==> config.mk <==
export PLATFORM = sky130hd
export DESIGN_NAME = pop_pixel_packer
export DESIGN_NICKNAME = d
export VERILOG_FILES = /design/src/rtl/pop_pkg.sv /design/src/rtl/pop_mode_latch.sv /design/src/rtl/pop_slot_seq.sv /design/src/rtl/pop_beat_hold.sv /design/src/rtl/pop_lane_map.sv /design/src/rtl/pop_pixel_packer.sv
export SDC_FILE = /design/constraint.sdc
export NUM_CORES = 1
export LEC_CHECK = 0
export ABC_AREA = 1
export BUFFER_PORTS_ARGS = -buffer_cell sky130_fd_sc_hd__buf_4
export CAP_MARGIN = 25
export CORE_AREA = 2 2 110 112
export CTS_BUF_LIST = sky130_fd_sc_hd__clkbuf_8
export DETAILED_ROUTE_END_ITERATION = 8
export DIE_AREA = 0 0 112 114
export PLACE_DENSITY = 0.43
export REMOVE_ABC_BUFFERS = 1
export SETUP_SLACK_MARGIN = 0.2
export SLEW_MARGIN = 30
export SYNTH_ARGS = -nofsm -noshare
export SYNTH_HDL_FRONTEND = slang
export SYNTH_HIERARCHICAL = 1
export SYNTH_SLANG_ARGS = --single-unit
==> constraint.sdc <==
create_clock -name clk_i -period 3.4 [get_ports clk_i]
set_clock_uncertainty 0.2 [all_clocks]
set_input_delay 0.68 -clock clk_i [delete_from_list [all_inputs] [get_ports clk_i]]
set_output_delay 0.68 -clock clk_i [all_outputs]
set_load 0.005 [all_outputs]
==> src/rtl/pop_pkg.sv <==
package pop_pkg;

  typedef enum logic [1:0] {
    OM_YC8    = 2'd0,
    OM_YC16   = 2'd1,
    OM_RGB555 = 2'd2,
    OM_RGB565 = 2'd3
  } outmode_e;

  // Number of output cycles one accepted beat occupies in each layout
  function automatic logic [2:0] slots_per_beat(outmode_e m);
    case (m)
      OM_YC8:  return 3'd4;
      OM_YC16: return 3'd2;
      default: return 3'd1;
    endcase
  endfunction

endpackage

==> src/rtl/pop_mode_latch.sv <==
module pop_mode_latch
  import pop_pkg::*;
(
  input  logic       clk_i,
  input  logic       rst_ni,
  input  logic       line_start_i,
  input  logic [1:0] mode_i,
  output outmode_e   mode_q_o,
  output outmode_e   mode_eff_o
);

  outmode_e mode_q;

  always_ff @(posedge clk_i or negedge rst_ni) begin
    if (!rst_ni)           mode_q <= OM_YC8;
    else if (line_start_i) mode_q <= outmode_e'(mode_i);
  end

  // During a line-start cycle the blanking word already follows the new mode
  assign mode_eff_o = line_start_i ? outmode_e'(mode_i) : mode_q;
  assign mode_q_o   = mode_q;

endmodule

==> src/rtl/pop_slot_seq.sv <==
module pop_slot_seq
  import pop_pkg::*;
#(
  parameter int PH_W = 2
) (
  input  logic            clk_i,
  input  logic            rst_ni,
  input  outmode_e        mode_i,
  input  logic            line_start_i,
  input  logic            active_i,
  input  logic            s_valid_i,
  output logic            s_ready_o,
  output logic            load_o,
  output logic            emit_o,
  output logic [PH_W-1:0] slot_o
);

  logic [PH_W-1:0] phase_q;
  logic [2:0]      spb;
  logic            open_slot;
  logic            last_slot;

  assign spb       = slots_per_beat(mode_i);
  assign open_slot = active_i && !line_start_i;
  assign s_ready_o = open_slot && (phase_q == '0);
  assign load_o    = s_ready_o && s_valid_i;
  assign emit_o    = load_o || (open_slot && (phase_q != '0));
  assign last_slot = (3'(phase_q) + 3'd1) == spb;
  assign slot_o    = phase_q;

  always_ff @(posedge clk_i or negedge rst_ni) begin
    if (!rst_ni)           phase_q <= '0;
    else if (line_start_i) phase_q <= '0;
    else if (emit_o)       phase_q <= last_slot ? '0 : phase_q + 1'b1;
  end

endmodule

==> src/rtl/pop_beat_hold.sv <==
module pop_beat_hold #(
  parameter int YC_W = 8
) (
  input  logic            clk_i,
  input  logic            rst_ni,
  input  logic            load_i,
  input  logic [YC_W-1:0] y0_i,
  input  logic [YC_W-1:0] cr_i,
  input  logic [YC_W-1:0] y1_i,
  output logic [YC_W-1:0] y0_o,
  output logic [YC_W-1:0] cr_o,
  output logic [YC_W-1:0] y1_o
);

  always_ff @(posedge clk_i or negedge rst_ni) begin
    if (!rst_ni) begin
      y0_o <= '0;
      cr_o <= '0;
      y1_o <= '0;
    end else if (load_i) begin
      y0_o <= y0_i;
      cr_o <= cr_i;
      y1_o <= y1_i;
    end
  end

endmodule

==> src/rtl/pop_lane_map.sv <==
module pop_lane_map
  import pop_pkg::*;
#(
  parameter int YC_W  = 8,
  parameter int RB_W  = 5,
  parameter int G_W   = 6,
  parameter int PH_W  = 2,
  parameter int BUS_W = 2 * YC_W
) (
  input  outmode_e         mode_i,
  input  logic [PH_W-1:0]  slot_i,
  input  logic [YC_W-1:0]  cb_i,
  input  logic [YC_W-1:0]  y0_i,
  input  logic [YC_W-1:0]  h_y0_i,
  input  logic [YC_W-1:0]  h_cr_i,
  input  logic [YC_W-1:0]  h_y1_i,
  input  logic [RB_W-1:0]  red_i,
  input  logic [G_W-1:0]   green_i,
  input  logic [RB_W-1:0]  blue_i,
  output logic [BUS_W-1:0] word_o
);

  localparam int W565 = 2 * RB_W + G_W;
  localparam int W555 = W565 - 1;

  logic [YC_W-1:0]  byte_sel;
  logic [BUS_W-1:0] w_yc8, w_yc16, w_555, w_565;

  always_comb begin
    case (slot_i)
      2'd0:    byte_sel = cb_i;
      2'd1:    byte_sel = h_y0_i;
      2'd2:    byte_sel = h_cr_i;
      default: byte_sel = h_y1_i;
    endcase
  end

  assign w_yc8  = {byte_sel, {YC_W{1'b0}}};
  assign w_yc16 = (slot_i == '0) ? {y0_i, cb_i} : {h_y1_i, h_cr_i};

  generate
    if (W565 < BUS_W) begin : g_pad565
      assign w_565 = {{(BUS_W - W565){1'b0}}, red_i, green_i, blue_i};
    end else begin : g_full565
      assign w_565 = {red_i, green_i, blue_i};
    end
    // The 5-5-5 layout keeps the most significant green bits
    assign w_555 = {{(BUS_W - W555){1'b0}}, red_i, green_i[G_W-1:1], blue_i};
  endgenerate

  always_comb begin
    case (mode_i)
      OM_YC8:    word_o = w_yc8;
      OM_YC16:   word_o = w_yc16;
      OM_RGB555: word_o = w_555;
      default:   word_o = w_565;
    endcase
  end

endmodule

==> src/rtl/pop_pixel_packer.sv <==
module pop_pixel_packer
  import pop_pkg::*;
#(
  parameter int YC_W = 8,
  parameter int RB_W = 5,
  parameter int G_W  = 6,
  localparam int BUS_W = 2 * YC_W
) (
  input  logic             clk_i,
  input  logic             rst_ni,
  input  logic [1:0]       mode_i,
  input  logic             line_start_i,
  input  logic             active_i,
  input  logic             s_valid_i,
  output logic             s_ready_o,
  input  logic [YC_W-1:0]  cb_i,
  input  logic [YC_W-1:0]  y0_i,
  input  logic [YC_W-1:0]  cr_i,
  input  logic [YC_W-1:0]  y1_i,
  input  logic [RB_W-1:0]  red_i,
  input  logic [G_W-1:0]   green_i,
  input  logic [RB_W-1:0]  blue_i,
  output logic [BUS_W-1:0] pix_o,
  output logic             pix_valid_o
);

  localparam int PH_W = 2;
  localparam logic [YC_W-1:0] Y_BLACK = YC_W'(16) << (YC_W - 8);
  localparam logic [YC_W-1:0] C_MID   = YC_W'(1) << (YC_W - 1);

  outmode_e         mode_q, mode_eff;
  logic             load, emit;
  logic [PH_W-1:0]  slot;
  logic [YC_W-1:0]  h_y0, h_cr, h_y1;
  logic [BUS_W-1:0] word, blank_word, pix_q;
  logic             valid_q;

  pop_mode_latch u_mode (
    .clk_i, .rst_ni, .line_start_i, .mode_i,
    .mode_q_o(mode_q), .mode_eff_o(mode_eff)
  );

  pop_slot_seq #(.PH_W(PH_W)) u_seq (
    .clk_i, .rst_ni, .mode_i(mode_q), .line_start_i, .active_i,
    .s_valid_i, .s_ready_o, .load_o(load), .emit_o(emit), .slot_o(slot)
  );

  pop_beat_hold #(.YC_W(YC_W)) u_hold (
    .clk_i, .rst_ni, .load_i(load), .y0_i, .cr_i, .y1_i,
    .y0_o(h_y0), .cr_o(h_cr), .y1_o(h_y1)
  );

  pop_lane_map #(.YC_W(YC_W), .RB_W(RB_W), .G_W(G_W), .PH_W(PH_W), .BUS_W(BUS_W)) u_map (
    .mode_i(mode_q), .slot_i(slot), .cb_i, .y0_i,
    .h_y0_i(h_y0), .h_cr_i(h_cr), .h_y1_i(h_y1),
    .red_i, .green_i, .blue_i, .word_o(word)
  );

  always_comb begin
    case (mode_eff)
      OM_YC8:  blank_word = {Y_BLACK, {YC_W{1'b0}}};
      OM_YC16: blank_word = {Y_BLACK, C_MID};
      default: blank_word = '0;
    endcase
  end

  always_ff @(posedge clk_i or negedge rst_ni) begin
    if (!rst_ni) begin
      pix_q   <= {Y_BLACK, {YC_W{1'b0}}};
      valid_q <= 1'b0;
    end else begin
      pix_q   <= emit ? word : blank_word;
      valid_q <= emit;
    end
  end

  assign pix_o       = pix_q;
  assign pix_valid_o = valid_q;

endmodule

# [After elaboration in Yosys (flattened, before gate mapping)]
# Index checks and enable logic that the tools add are counted.
[totals] register_bits=45 output_inout_bits=18
[classes] n_eq_ne=6 addsub=2 muxes=10 reduce_logical=11
[op_table] op="one-hot mux 16 bit (3 select lines)" count=1
[op_table] op="2-to-1 mux 16 bit" count=2
[op_table] op="one-hot mux 13 bit (2 select lines)" count=1
[op_table] op="one-hot mux 8 bit (3 select lines)" count=1
[op_table] op="2-to-1 mux 2 bit" count=4
[op_table] op="equality test 2 x 1 -> 1 bit, second input constant" count=3
[op_table] op="logical NOT 2 bit" count=3
[op_table] op="one-hot mux 3 bit (2 select lines)" count=1
[op_table] op="equality test 2 bit, second input constant" count=2
[op_table] op="logical AND 1 bit" count=4
[op_table] op="nonzero test 2 bit" count=2
[op_table] op="adder 2 x 1 -> 3 bit, second input constant" count=1
[op_table] op="equality test 3 bit" count=1
[op_table] op="adder 2 x 1 -> 2 bit, second input constant" count=1
[op_table] op="logical NOT 1 bit" count=1
[op_table] op="logical OR 1 bit" count=1

# [Depth between registers and ports, before layout]
[depth] ltp_word=7 depth_mapped=10 mapped_depth_nobuf=9

# [By module]
# Netlist, hierarchy kept.
[modules_own_cells] mod="pop_beat_hold" seq_area_each_um2=600.6 area_per_inst_um2=974.7 cells_per_inst=102 instances=1
[modules_own_cells] mod="pop_lane_map" seq_area_each_um2=0.0 area_per_inst_um2=855.8 cells_per_inst=187 instances=1
[modules_own_cells] mod="pop_pixel_packer" seq_area_each_um2=426.7 area_per_inst_um2=589.3 cells_per_inst=53 instances=1
[modules_own_cells] mod="pop_slot_seq" seq_area_each_um2=50.0 area_per_inst_um2=212.7 cells_per_inst=34 instances=1
[modules_own_cells] mod="pop_mode_latch" seq_area_each_um2=50.0 area_per_inst_um2=76.3 cells_per_inst=9 instances=1

# [Least setup slack after synthesis]
# Ideal clock, no wire load.
[synth_path] path_kind="input-to-output" from="input port line_start_i" to="output port s_ready_o" t_arrival_ps=888 path_buffers=0 cell_stages=3 setup_slack_ps=1632 path_cell_list="inv_2 nand2_2 nor2_1"
[synth_via] elab_chain_len=3
[synth_lines] element="start, declared" line_no="pop_pixel_packer.sv:12" rtl="input logic line_start_i,"
[synth_lines] element="logical NOT 1 bit" line_no="pop_slot_seq.sv:24" rtl="assign open_slot = active_i && !line_start_i;"
[synth_lines] element="logical AND 1 bit" line_no="pop_slot_seq.sv:24"
[synth_lines] element="logical AND 1 bit" line_no="pop_slot_seq.sv:25" rtl="assign s_ready_o = open_slot && (phase_q == '0);"
[synth_lines] element="end, declared" line_no="pop_pixel_packer.sv:15" rtl="output logic s_ready_o,"
# Every way passes these cells.

# [Worst setup path after layout]
[layout_path] from="register u_seq.phase_q[1], in the netlist u_seq/slot_o[1]" to="output port s_ready_o"
[layout_via] elab_chain_len=2
[layout_lines] element="start, declared" line_no="pop_slot_seq.sv:18" rtl="logic [PH_W-1:0] phase_q;"
[layout_lines] element="start signal, assigned" line_no="pop_slot_seq.sv:34" rtl="else if (emit_o) phase_q <= last_slot ? '0 : phase_q + 1'b1;"
[layout_lines] element="logical NOT 2 bit" line_no="pop_slot_seq.sv:25"
[layout_lines] element="logical AND 1 bit" line_no="pop_slot_seq.sv:25"
# Every way passes these cells.

==> impl_metrics.tcl <==
set metrics [dict create \
    combined_flip_flop_and_latch_cell_area_um2 1130 \
    syn_area_per_cell_um2 7.04 \
    first_pass_grt_wire_length_um 12400 \
    grt_pass1_vias 2521 \
    cts_inserted_buffers 5 \
    die_width_um 112 \
    ctsHoldBuffers 0 \
    cpLargestDelayFamily "flip-flops" \
    achievable-frequency_ghz 0.411 \
    final.period_utilization_pct 71.5 \
    cp-endpoint "s_ready_o" \
    slew_headroom_pct 62.3 \
    cts.htree.levels 2 \
    ys_seq_elements 45 \
    first_pass_iters 7 \
    synth_top_family_by_area "simple AND/OR/NAND/NOR gates" \
    p_leak_nw 2.00 \
    iter_0_drt_violations 165 \
    drive_above_1_share_pct 24.9 \
    cts_root_buf "sky130_fd_sc_hd__clkbuf_8" \
    area_enclosed_by_the_die_boundary_um2 12800 \
    timing.critical_path.depth 5 \
    r2r_start "u_seq/slot_o[1]" \
    synthCells 385 \
    yosysTopAreaCell "sky130_fd_sc_hd__dfrtp_1" \
    synth_common_cells "sky130_fd_sc_hd__nand2_1 (190), sky130_fd_sc_hd__dfrtp_1 (44), sky130_fd_sc_hd__inv_1 (44)" \
    antenna_found_initial 0 \
    drv_slew 0 \
    grt-ovfl-total 0 \
    detail_route.wl_per_cell_um 12.5 \
    cts.sink_count 45 \
    cp_common_cell "sky130_fd_sc_hd__inv_1" \
    cts_setup_buffers 0 \
    timing.critical_path.buf_inv 3 \
    netlist_top_cells_area "sky130_fd_sc_hd__dfrtp_1 (41%), sky130_fd_sc_hd__nand2_1 (26%), sky130_fd_sc_hd__nand3_1 (6.5%)" \
    n_antenna_cell 0 \
    outcome "completed" \
    synth_compound_gate_area_share_pct 4.43 \
    core.rowCount 40 \
    worstMarginPinSlew_ns 0.566 \
    tritoncts "built" \
    route.vias.total 2494 \
    synth-xor-area-share_pct 0 \
    final_hold_vios 0 \
    drt_wl_total_um 7520 \
    area_taken_by_multi_input_logic_gates_um2 1210 \
    worst_ep_required_ns 2.52 \
    synthMuxAreaShare_pct 0 \
    cts_max_path_buffers 2 \
    finalSetupViolations 0 \
    synth-adder-area-share_pct 0.924 \
    io-pin-count 73 \
    postRouteAntennaNets 0 \
    cts-resized-gates 0 \
    yosys.cell_types.count 27 \
    crit_path_cell_trace "inv_1 -> ha_1 -> inv_1 -> nor2_1 -> buf_4" \
    worst-r2r-cell-count 8 \
    async_flop_share_pct 100 \
    post-synth-top-count-cell "sky130_fd_sc_hd__nand2_1" \
    rrSetupSlack_ns 1.34 \
    initial_utilization_pct 23.1 \
    yosys.area_share.simple_pct 39.0 \
    place.detailed.hpwl_um 5610 \
    setup_repair_after_global_routing_missed_its_margin "false" \
    timing.setup.critical_path_class "register to primary output" \
    clkTransAtPathRegs_ns 0.09 \
    yosysTopAreaCellShare_pct 40.6 \
    io_buffer_count 72 \
    post_dp_cell_area_um2 3290 \
    synth-seq-area-share_pct 41.6 \
    dominantRegCellSynth "sky130_fd_sc_hd__dfrtp_1" \
    worst_hold_path_type "primary input to async pin" \
    fin_crit_ns 2.43 \
    critPathSlowestCell "sky130_fd_sc_hd__dfrtp_1" \
    crit_path_end_kind "primary output" \
    power-per-cell-area_nw_per_um2 622 \
    cp_slowest_stage_delay_ns 0.67 \
    cp_launch_point "u_seq/slot_o[1]" \
    die_h_um 114 \
    max_cap_violations 0 \
    post-layout-total-power_mw 2.13 \
    setup_total_negative_slack_ns 0 \
    fillCellCount 1312 \
    clk-insertion-delay-late_ns 0.30 \
    final_area_um2 3420 \
    grt_start_max_net_pins 46 \
    crit_path_start_kind "register" \
    crit_fanout 15 \
    drc 0 \
    ys.warnings.count 6 \
    grt_usage_pct 12.3 \
    gp_routability_congestion 0.857 \
    floorplan.core_area_um2 11700 \
    cp_data_arrival_time_ns 1.55 \
    vias_per_cell 4.16 \
    ir_drop_uv 179 \
    mappedNetlistArea_um2 2710 \
    worst_r2r_dst "u_hold/y0_o[6]" \
    number_of_enable_flip_flop_cells_after_synthesis 0 \
    layout-area-overhead-vs-synth_pct 26.3 \
    final_layout_net_count 509 \
]
stage by stage:
stage | hold slack [ns] | setup slack (ns) | util, % | std cells
3_5_place_dp | 0.264 | 1.27 | 28.1 | 592
2_1_floorplan | 0.184 | 0.173 | - | 370
4_1_cts | 0.190 | 0.935 | 29.2 | 600
5_1_grt | 0.206 | 0.855 | 29.2 | 600
6_report | 0.166 | 0.969 | 29.2 | 600
3_3_place_gp | 0.257 | 1.30 | 28.1 | 592
cell usage in the layout, fill, tap and decap left out:
cell type | synthesis | layout
sky130_fd_sc_hd__nand2_1 | 190 | 190
sky130_fd_sc_hd__buf_4 | 1 | 75
sky130_fd_sc_hd__inv_1 | 44 | 44
sky130_fd_sc_hd__dfrtp_1 | 44 | 44
sky130_fd_sc_hd__nand3_1 | 35 | 35
sky130_fd_sc_hd__nand2_2 | 12 | 12
sky130_fd_sc_hd__o21ai_0 | 9 | 9
sky130_fd_sc_hd__a21oi_1 | 9 | 9
sky130_fd_sc_hd__inv_2 | 7 | 7
sky130_fd_sc_hd__clkbuf_8 | 1 | 5
sky130_fd_sc_hd__nor2_1 | 4 | 4
sky130_fd_sc_hd__bufinv_16 | 0 | 2
sky130_fd_sc_hd__nor2_4 | 2 | 2
sky130_fd_sc_hd__nand3_2 | 2 | 2
sky130_fd_sc_hd__ha_1 | 2 | 2
sky130_fd_sc_hd__clkinv_2 | 0 | 1
sky130_fd_sc_hd__dfstp_2 | 1 | 1
sky130_fd_sc_hd__inv_8 | 1 | 1
sky130_fd_sc_hd__nand2_4 | 1 | 1
sky130_fd_sc_hd__nor2_8 | 1 | 1
sky130_fd_sc_hd__clkinv_1 | 1 | 1
sky130_fd_sc_hd__o211ai_1 | 1 | 1
sky130_fd_sc_hd__nor3_2 | 0 | 1
sky130_fd_sc_hd__a21oi_2 | 1 | 1
sky130_fd_sc_hd__o21ai_2 | 1 | 1
sky130_fd_sc_hd__o21ai_1 | 1 | 1
kinds of logic after synthesis:
group	Yosys count
adder cells (fa/ha/maj)	2
AO/OA/AOI/OAI	22
AND/OR/NAND/NOR	248
buffers and inverters	68
flip-flops	45
metal layers:
layer | track usage (%) | share of wire [%] | up-vias
li1 | - | - | 1292
met1 | 16.2 | 46 | 1104
met2 | 19.6 | 45 | 79
met3 | 2.34 | 5.6 | 19
met4 | 5.85 | 3.3 | 0
met5 | 0 | 0 | -
registers in the layout (all words and copies together), names as in the netlist:
signal / flops
pix_o: 16
u_hold/cr_o: 8
u_seq/slot_o: 2
u_mode/mode_q_o: 2
u_hold/y0_o: 8
pix_valid_o: 1
u_hold/y1_o: 8
where the power goes:
| group | leakage (nW) | switching [mW] | internal [mW] |
|---|---|---|---|
| combinational | 1.35 | 0.501 | 0.305 |
| clock | 0.0681 | 0.188 | 0.292 |
| sequential | 0.580 | 0.132 | 0.709 |
worst min-delay path by stage:
stage / endpoint / slack (ns) / cells past startpoint
after floorplan: pix_o[0] / 0.18 / 0
after global placement: u_hold/y0_o[4] / 0.26 / 2
after detailed placement: u_hold/y0_o[2] / 0.26 / 2
after CTS: pix_o[15] / 0.19 / 1
after global routing: pix_o[15] / 0.21 / 1
final: pix_o[15] / 0.17 / 1
final cells by class:
cell class	count	area share, %
Sequential cell	45	32.9
Inverter	53	6.03
Multi-Input combinational cell	272	35.3
Clock inverter	3	1.90
Clock buffer	5	2.01
Timing Repair Buffer	75	16.5
Tap cell	147	5.37
Note: power is estimated with default switching activity, not from simulation.
